## src/rtl/i2s_brj_pkg.sv

```systemverilog
package i2s_brj_pkg;
    // Channel carried by a slot; encoding equals the I2S word-select level.
    typedef enum logic {
        CH_LEFT  = 1'b0,
        CH_RIGHT = 1'b1
    } chan_e;
endpackage

```

## src/rtl/brj_capture.sv

```systemverilog
module brj_capture
    import i2s_brj_pkg::*;
#(
    parameter int SAMPLE_W = 16,
    parameter int SLOT_W   = 32,
    parameter int POS_W    = $clog2(SLOT_W)
) (
    input  logic                clk,
    input  logic                rst_n,
    input  logic                bclk_rise,
    input  logic                ws_in,
    input  logic                sd_in,
    output logic [POS_W-1:0]    slot_pos,
    output logic [SAMPLE_W-1:0] held_sample,
    output chan_e               held_ch
);
    localparam logic [POS_W-1:0] FIRST_BIT = POS_W'(1);
    localparam logic [POS_W-1:0] LAST_BIT  = POS_W'(SAMPLE_W);

    typedef struct packed {
        logic [POS_W-1:0]    pos;
        logic                ws_prev;
        logic [SAMPLE_W-1:0] shreg;
        logic [SAMPLE_W-1:0] held;
        chan_e               ch;
    } cap_s;

    cap_s cap_d, cap_q;

    always_comb begin
        cap_d = cap_q;
        if (bclk_rise) begin
            cap_d.ws_prev = ws_in;
            // slot realigns on a word-select change
            if (ws_in != cap_q.ws_prev) begin
                cap_d.pos = '0;
            end else begin
                cap_d.pos = cap_q.pos + 1'b1;
            end
            if (cap_d.pos >= FIRST_BIT && cap_d.pos <= LAST_BIT) begin
                cap_d.shreg = {cap_q.shreg[SAMPLE_W-2:0], sd_in};
            end
            if (cap_d.pos == LAST_BIT) begin
                cap_d.held = {cap_q.shreg[SAMPLE_W-2:0], sd_in};
                cap_d.ch   = chan_e'(ws_in);
            end
        end
    end

    always_ff @(posedge clk or negedge rst_n) begin
        if (!rst_n) begin
            cap_q <= '0;
        end else begin
            cap_q <= cap_d;
        end
    end

    assign slot_pos    = cap_q.pos;
    assign held_sample = cap_q.held;
    assign held_ch     = cap_q.ch;
endmodule

```

## src/rtl/brj_negate.sv

```systemverilog
module brj_negate #(
    parameter int SAMPLE_W = 16,
    parameter int DAC_W    = 18
) (
    input  logic [SAMPLE_W-1:0] sample,
    output logic [DAC_W-1:0]    pos_word,
    output logic [DAC_W-1:0]    neg_word
);
    localparam int EXT_W = DAC_W - SAMPLE_W;

    generate
        if (EXT_W > 0) begin : g_extend
            // widen so that negating the most negative input cannot overflow
            assign pos_word = {{EXT_W{sample[SAMPLE_W-1]}}, sample};
        end else begin : g_same
            assign pos_word = sample[DAC_W-1:0];
        end
    endgenerate

    // true two's complement negation
    assign neg_word = ~pos_word + 1'b1;
endmodule

```

## src/rtl/brj_serializer.sv

```systemverilog
module brj_serializer
    import i2s_brj_pkg::*;
#(
    parameter int DAC_W  = 18,
    parameter int SLOT_W = 32,
    parameter int POS_W  = $clog2(SLOT_W)
) (
    input  logic             clk,
    input  logic             rst_n,
    input  logic             bclk_level,
    input  logic             bclk_fall,
    input  logic [POS_W-1:0] slot_pos,
    input  logic [DAC_W-1:0] pos_word,
    input  logic [DAC_W-1:0] neg_word,
    input  chan_e            word_ch,
    output logic             dac_bclk,
    output logic             dac_wclk,
    output logic             dac_data,
    output logic             dac_data_inv,
    output logic [DAC_W-1:0] sh_pos,
    output logic [DAC_W-1:0] sh_neg
);
    localparam logic [POS_W-1:0] LOAD_POS = POS_W'(SLOT_W - DAC_W);
    localparam logic [POS_W-1:0] EDGE_POS = '0;

    typedef struct packed {
        logic             bclk;
        logic             wclk;
        logic             dp;
        logic             dn;
        logic [DAC_W-1:0] shp;
        logic [DAC_W-1:0] shn;
    } tx_s;

    tx_s tx_d, tx_q;

    always_comb begin
        tx_d      = tx_q;
        tx_d.bclk = bclk_level;
        if (bclk_fall) begin
            // word placed so its LSB fills the last slot position
            if (slot_pos == LOAD_POS) begin
                tx_d.dp  = pos_word[DAC_W-1];
                tx_d.dn  = neg_word[DAC_W-1];
                tx_d.shp = {pos_word[DAC_W-2:0], 1'b0};
                tx_d.shn = {neg_word[DAC_W-2:0], 1'b0};
            end else begin
                tx_d.dp  = tx_q.shp[DAC_W-1];
                tx_d.dn  = tx_q.shn[DAC_W-1];
                tx_d.shp = {tx_q.shp[DAC_W-2:0], 1'b0};
                tx_d.shn = {tx_q.shn[DAC_W-2:0], 1'b0};
            end
            // word clock moves one bit after the LSB was taken
            if (slot_pos == EDGE_POS) begin
                tx_d.wclk = (word_ch == CH_LEFT);
            end
        end
    end

    always_ff @(posedge clk or negedge rst_n) begin
        if (!rst_n) begin
            tx_q <= '0;
        end else begin
            tx_q <= tx_d;
        end
    end

    assign dac_bclk     = tx_q.bclk;
    assign dac_wclk     = tx_q.wclk;
    assign dac_data     = tx_q.dp;
    assign dac_data_inv = tx_q.dn;
    assign sh_pos       = tx_q.shp;
    assign sh_neg       = tx_q.shn;
endmodule

```

## src/rtl/i2s_balanced_rj.sv

```systemverilog
module i2s_balanced_rj
    import i2s_brj_pkg::*;
#(
    parameter int SAMPLE_W    = 16,
    parameter int DAC_W       = 18,
    parameter int SLOT_W      = 32,
    parameter int SYNC_STAGES = 2
) (
    input  logic clk,
    input  logic rst_n,
    input  logic i2s_bclk,
    input  logic i2s_ws,
    input  logic i2s_sd,
    output logic dac_bclk,
    output logic dac_wclk,
    output logic dac_data,
    output logic dac_data_inv
);
    localparam int POS_W = $clog2(SLOT_W);
    localparam int TOP   = SYNC_STAGES - 1;

    typedef struct packed {
        logic [SYNC_STAGES-1:0] bclk;
        logic [SYNC_STAGES-1:0] ws;
        logic [SYNC_STAGES-1:0] sd;
        logic                   bclk_prev;
    } sync_s;

    sync_s sync_d, sync_q;

    always_comb begin
        sync_d           = sync_q;
        sync_d.bclk      = {sync_q.bclk[TOP-1:0], i2s_bclk};
        sync_d.ws        = {sync_q.ws[TOP-1:0], i2s_ws};
        sync_d.sd        = {sync_q.sd[TOP-1:0], i2s_sd};
        sync_d.bclk_prev = sync_q.bclk[TOP];
    end

    always_ff @(posedge clk or negedge rst_n) begin
        if (!rst_n) begin
            sync_q <= '0;
        end else begin
            sync_q <= sync_d;
        end
    end

    logic bclk_rise, bclk_fall;
    assign bclk_rise = sync_q.bclk[TOP] & ~sync_q.bclk_prev;
    assign bclk_fall = ~sync_q.bclk[TOP] & sync_q.bclk_prev;

    logic [POS_W-1:0]    slot_pos;
    logic [SAMPLE_W-1:0] held_sample;
    chan_e               held_ch;
    logic [DAC_W-1:0]    pos_word, neg_word;
    logic [DAC_W-1:0]    tx_sh_pos, tx_sh_neg;

    brj_capture #(
        .SAMPLE_W (SAMPLE_W),
        .SLOT_W   (SLOT_W),
        .POS_W    (POS_W)
    ) u_rx (
        .clk         (clk),
        .rst_n       (rst_n),
        .bclk_rise   (bclk_rise),
        .ws_in       (sync_q.ws[TOP]),
        .sd_in       (sync_q.sd[TOP]),
        .slot_pos    (slot_pos),
        .held_sample (held_sample),
        .held_ch     (held_ch)
    );

    brj_negate #(
        .SAMPLE_W (SAMPLE_W),
        .DAC_W    (DAC_W)
    ) u_neg (
        .sample   (held_sample),
        .pos_word (pos_word),
        .neg_word (neg_word)
    );

    brj_serializer #(
        .DAC_W  (DAC_W),
        .SLOT_W (SLOT_W),
        .POS_W  (POS_W)
    ) u_tx (
        .clk          (clk),
        .rst_n        (rst_n),
        .bclk_level   (sync_q.bclk[TOP]),
        .bclk_fall    (bclk_fall),
        .slot_pos     (slot_pos),
        .pos_word     (pos_word),
        .neg_word     (neg_word),
        .word_ch      (held_ch),
        .dac_bclk     (dac_bclk),
        .dac_wclk     (dac_wclk),
        .dac_data     (dac_data),
        .dac_data_inv (dac_data_inv),
        .sh_pos       (tx_sh_pos),
        .sh_neg       (tx_sh_neg)
    );
endmodule

```

## config.mk

```make
export PLATFORM = sky130hd
export DESIGN_NAME = i2s_balanced_rj
export DESIGN_NICKNAME = d
export VERILOG_FILES = /design/src/rtl/i2s_brj_pkg.sv /design/src/rtl/brj_capture.sv /design/src/rtl/brj_negate.sv /design/src/rtl/brj_serializer.sv /design/src/rtl/i2s_balanced_rj.sv
export SDC_FILE = /design/constraint.sdc
export NUM_CORES = 1
export LEC_CHECK = 0
export ABC_AREA = 0
export BUFFER_PORTS_ARGS = -buffer_cell sky130_fd_sc_hd__buf_2
export CORE_MARGIN = 3
export CORE_UTILIZATION = 45
export CTS_BUF_LIST = sky130_fd_sc_hd__clkbuf_4 sky130_fd_sc_hd__clkbuf_8
export DETAILED_ROUTE_END_ITERATION = 12
export GPL_TIMING_DRIVEN = 0
export PLACE_DENSITY_LB_ADDON = 0.1
export REMOVE_ABC_BUFFERS = 1
export SYNTH_ARGS = -nofsm -noshare
export SYNTH_HDL_FRONTEND = slang
export SYNTH_SLANG_ARGS = --single-unit
```

## constraint.sdc

```tcl
create_clock -name clk -period 2.8 [get_ports clk]
set_clock_uncertainty 0.1 [all_clocks]
set_input_delay 0.56 -clock clk [delete_from_list [all_inputs] [get_ports clk]]
set_output_delay 0.56 -clock clk [all_outputs]
set_load 0.005 [all_outputs]
```

Yosys cells after proc, flatten, opt, wreduce, memory -nomap -nowiden

Cells that the tools add are included.

$lt $le $gt $ge: 2
Reductions and logical operators: 5
Equal/unequal tests: 3
Mux-type cells: 3
Bitwise logic cells: 6
Add/subtract/negate cells: 2

Operators with widths:

| cell                                                   | count |
|---|---|
| two-way mux 38 bit                                     | 1 |
| adder 18 x 1 -> 18 bit (second input constant)         | 1 |
| NOT 18 bit                                             | 1 |
| two-way mux 5 bit                                      | 2 |
| AND reduction 2 bit                                    | 3 |
| adder 5 x 1 -> 5 bit (second input constant)           | 1 |
| == test 5 x 4 -> 1 bit (second input constant)         | 1 |
| == test 5 bit (second input constant)                  | 1 |
| >= comparator 5 x 1 -> 1 bit (second input constant)   | 1 |
| less-or-equal comparator 5 bit (second input constant) | 1 |
| logical NOT 5 bit                                      | 1 |
| NOT 1 bit                                              | 3 |
| bitwise AND 1 bit                                      | 2 |
| logical AND 1 bit                                      | 1 |
| != test 1 bit                                          | 1 |

Register bits: 84
Input port bits: 5
Output and inout port bits: 4
Word-level logic and storage cells: 35

Logic depth before layout (Yosys ltp)

Depth after elaboration: 6
Depth in mapped cells: 8
Mapped depth without buffers: 7

By module

Synthesis repeated with hierarchy kept, for this count alone.

Cells, all modules: 410
Area, all modules: 4271.6 µm²

Modules (own cells, without submodules):

| module          | seq. area each (µm²) | cells an instance | area each (µm²) | times used |
|---|---|---|---|---|
| brj_serializer  | 950.9                | 212               | 1844.3          | 1 |
| brj_capture     | 950.9                | 129               | 1784.2          | 1 |
| brj_negate      | 0.0                  | 60                | 452.9           | 1 |
| i2s_balanced_rj | 175.2                | 9                 | 190.2           | 1 |

Least setup slack after synthesis

Ideal clock, no wire load.

Path kind: flip-flop to flip-flop
Start point: register u_rx.cap_q, in the netlist u_rx.slot_pos[1]
End point: register u_rx.cap_q, in the netlist u_rx.held_sample[10]
Required time: 2.575 ns
Path slack: 0.519 ns
Stages on the path, launching flop included: 8
Arrival time: 2.056 ns
Clock period less this slack: 2.281 ns
Buffers on the path: 2
Library setup time: 0.125 ns
Cell sequence: dfrtp_1 -> ha_1 -> and4_1 -> nor4_2 -> o2111a_1 -> buf_4 -> buf_4 -> mux2_2

Longest elaborated chain between the ends: 5

RTL lines:

| what                                 | RTL line          | text |
|---|---|---|
| from (decl)                          | brj_capture.sv:28 | `cap_s cap_d, cap_q;` |
| from (signal assigned)               | brj_capture.sv:54 | `cap_q <= cap_d;` |
| adder 5 x 1 -> 5 bit                 | brj_capture.sv:38 | `cap_d.pos = cap_q.pos + 1'b1;` |
| two-way mux 5 bit                    | brj_capture.sv:35 | `if (ws_in != cap_q.ws_prev) begin` |
| two-way mux 5 bit                    | brj_capture.sv:32 | `if (bclk_rise) begin` |
| == test 5 bit                        | brj_capture.sv:43 | `if (cap_d.pos == LAST_BIT) begin` |
| AND reduction 2 bit (no source line) | --                |  |

Every way passes these cells. The select of a mux whose other input is x is not followed.
A chain may end at the register's enable or synchronous reset.

Worst setup path in the final report

Start point: register u_rx.cap_q, in the netlist u_rx.slot_pos[1]
End point: register u_rx.cap_q[23] (netlist bit)

Longest elaborated chain between the ends: 6
Elaborated cells on any way between the ends: 7
Those cells by class: 1 x add/sub; 2 x order compare; 2 x mux; 2 x reduce/logical

RTL lines:

| what                                                                           | RTL line          | text |
|---|---|---|
| adder 5 x 1 -> 5 bit (*)                                                       | brj_capture.sv:38 |  |
| two-way mux 5 bit (*)                                                          | brj_capture.sv:35 |  |
| two-way mux 5 bit (*)                                                          | brj_capture.sv:32 |  |
| >= comparator 5 x 1 -> 1 bit or less-or-equal comparator 5 bit (tied branches) | brj_capture.sv:40 | `if (cap_d.pos >= FIRST_BIT && cap_d.pos <= LAST_BIT) begin` |
| logical AND 1 bit (*)                                                          | brj_capture.sv:40 |  |
| AND reduction 2 bit (no source line) (*)                                       | --                |  |

Mark *: on every way between the ends. The rest lies on a longest branch, timed or not. The select of a mux whose other input is x is not followed.

==> impl_metrics.csv <==
group,metric,value,unit
synthesis,yosys.cell_count.top_type,"dfrtp_1",
pwr,power_density,668,mW/mm^2
timing,maxSlewViolCount,0,
placed_design,dp_cells,436,
floorplanning,initial_core_util,46.8,%
worst_setup_path,required,2.93,ns
synthesis,synth-simple-area-share,14.1,%
floorplanning,die_y,96.2,um
pwr,ir_drop,0.000299,V
worst_setup_path,path_class,"reg -> reg",
floorplanning,die-area,0.00924,sq mm
global_route,grtUsageMet3,3.67,%
finish,area_delta_synth_final,11.2,%
synthesis,synth_top_family_by_area,"simple AND/OR/NAND/NOR gates",
detailed_routing,drc,0,
timing,fmax,0.380,GHz
hold_path,hp-class,"in -> async",
synthesis,synth_ff_type,"dfrtp_1",
synthesis,syn-instance-count,344,
global_route,grt_pass1_vias,2384,
cts,root_buffer,"clkbuf_8",
synthesis,muxShareOfSynthArea,11.5,%
worst_setup_path,worst-endpoint-arrival,2.76,ns
global_route,grt_util_met1,25.4,%
detailed_routing,drt_first_iter_violations,126,
timing,max_slew.worst_pin.slew,1.10,ns
cts,clk_latency,0.35,ns
synthesis,synth-xor-area-share,3.08,%
synthesis,synth_compound_area_share,11.4,%
synthesis,synth_warnings,0,
synthesis,synth_top_area_share,55.4,%
cts,cts_tree,"built",
pwr,total_power,2.72,mW
synthesis,synthTopCellsByCount,"dfrtp_1, nand2_1, mux2_2, nor2_1",
synthesis,seq_area_frac_synth,55.4,%
synthesis,synth_top_cell_by_area,"dfrtp_1",
finish,drive_above_1_share,20.1,%
timing,relSlewSlack,26.6,%
timing,finalSetupViolCount,0,
global_route,grt_pass1_wl,12000,um
placed_design,port_buffers,8,
synthesis,ys_async_sr_fraction,100,%
global_route,grt_max_degree,48,
worst_setup_path,end_kind,"flip-flop",
detailed_routing,wl_per_cell,15.3,um
worst_setup_path,cp-start-kind,"flip-flop",
cts,cts_sinks,81,
timing,hold_violations,0,
global_route,grt_use_total,17.0,%
detailed_routing,vias_per_cell,5.37,
flow_run,drv_cap,0,
synthesis,synth_edf_count,0,
floorplanning,io_pins,9,
finish,num_antenna_cells,0,
worst_setup_path,slowest_delay,0.52,ns
worst_setup_path,crit_fanout,15,
outcome,status,"complete, no violations",
synthesis,synth-adder-area-share,1.37,%
placed_design,dpl.hpwl,4270,um
worst_setup_path,worstPathCellList,"ha_1 > and4_1 > nor4_2 > a2111oi_2 > nor2_4 > mux2_2",
global_route,grt_antenna_before_repair,0,
synthesis,ys_ff_latch,81,
worst_setup_path,regToRegStartpoint,"u_rx.slot_pos[1]",
synthesis,synth.top_cells.by_area,"dfrtp_1, mux2_2, nand2_1",
cts,clkTransAtPathRegs,0.09,ns
detailed_routing,vias,2442,
worst_setup_path,slowest_stage,"nor4_2",
finish,nNetsFinal,357,
worst_setup_path,crit_start,"u_rx.slot_pos[1]",
cts,cts_buffer_depth,2,
finish,instances_no_fill,455,
synthesis,postSynthAreaPerCell,10.6,sq um
cts,cts_buffers,9,
cts,htree_levels,3,
detailed_routing,ant_nets,0,
timing,timing.final.crit_share,94.0,%
synthesis,synth_area,0.00366,sq mm
pwr,leakagePower,1.87,nW
floorplanning,placementRows,32,
detailed_routing,dr.pass1.iters,4,
floorplanning,core,0.00781,sq mm
detailed_routing,routed_wl,6980,um
global_route,busiest_layer,"met1",
global_route,use_met2,24.6,%
synthesis,synth.distinct_cells,39,
timing,fin_crit,2.63,ns
floorplanning,dieWidth,96.2,um
global_route,grt_overflow,0,
placed_design,gp_congestion,0.739,
==> stage by stage <==
step | setup WS [ns] | setup TNS, ns | instance area (sq um) | hold slack, ns | util [%]
after floorplan | 0.236 | 0 | 3560 | 0.164 | -
after global placement | -0.322 | -5.32 | 3730 | 0.232 | 47.8
after detailed placement | -0.359 | -5.25 | 3800 | 0.235 | 48.7
after CTS | 0.0823 | 0 | 4040 | 0.0718 | 51.7
after global routing | -0.00329 | -0.00404 | 4070 | 0.0758 | 52.1
final | 0.168 | 0 | 4070 | 0.0497 | 52.1
==> final timing paths <==
path / slack, ns / to / depth (start not counted)
max: 0.17 / u_rx.cap_q[23] / 6
max reg2reg: 0.17 / u_rx.cap_q[23] / 6
min: 0.05 / u_rx.held_sample[0] / 1
min reg2reg: 0.24 / sync_q[2] / 0
max in group asynchronous: 1.96 / u_rx.cap_q[27] / 2
min in group clk: 0.21 / sync_d[2] / 1
==> flip-flops by register name, indices dropped and copies added, names as in the netlist <==
name               flops
u_tx.sh_neg           17
u_rx.cap_q            16
u_rx.held_sample      16
u_tx.sh_pos           16
u_rx.slot_pos          5
sync_d                 4
sync_q                 2
u_rx.held_ch           1
u_tx.dac_bclk          1
u_tx.dac_data          1
u_tx.dac_data_inv      1
u_tx.dac_wclk          1
==> power by group <==
part           switching (mW)  internal (mW)
Clock                   0.424          0.521
Sequential              0.109           1.33
Combinational           0.169          0.162
==> critical path, delay by kind of cell (launching register included) <==
family          cells  cell delay [ns]
simple gates        3             1.18
flops               1             0.43
mux                 1             0.39
fa+ha+maj           1             0.26
compound gates      1             0.14
==> timing repair <==
action	CTS	global route
gates resized for setup	2	0
pin swaps	1	1
cloned	1	0
endpoints found under the setup margin	30	15
hold buffers	0	0
buffers inserted	0	2
==> kinds of logic after synthesis <==
family          Yosys count
mux                      38
simple gates            110
flops                    81
fa+ha+maj                 4
compound gates           73
xor+xnor                 12
buf+inv                  26
==> cells in the final DEF (no fill, tap or decap), drive strengths merged, types with 3 or more instances in the layout <==
| cell | instances |
|---|---|
| inv | 5 |
| nand3 | 7 |
| xor2 | 11 |
| a31oi | 13 |
| dfrtp | 81 |
| or3 | 3 |
| o21ai | 25 |
| nand2 | 47 |
| ha | 4 |
| clkbuf | 11 |
| nor3 | 5 |
| mux2i | 5 |
| buf | 13 |
| mux2 | 33 |
| o31ai | 6 |
| nor2 | 30 |
| a21oi | 25 |
==> final cells by class <==
cell class,instances,area [sq um]
fill,722,3740
inverter,5,18.8
tap,102,128
timing repair buffer,13,136
sequential,81,2030
multi-input combinational,238,1540
clock inverter,5,80.1
clock buffer,11,139
==> layer usage <==
metal	wire length, um	up-vias	share of wire, %
li1	-	1210	-
met1	3660	1195	52
met2	3010	27	43
met3	231	10	3.3
met4	80	0	1.1
met5	0	-	0
No activity file was read; power rests on OpenSTA's default activity.
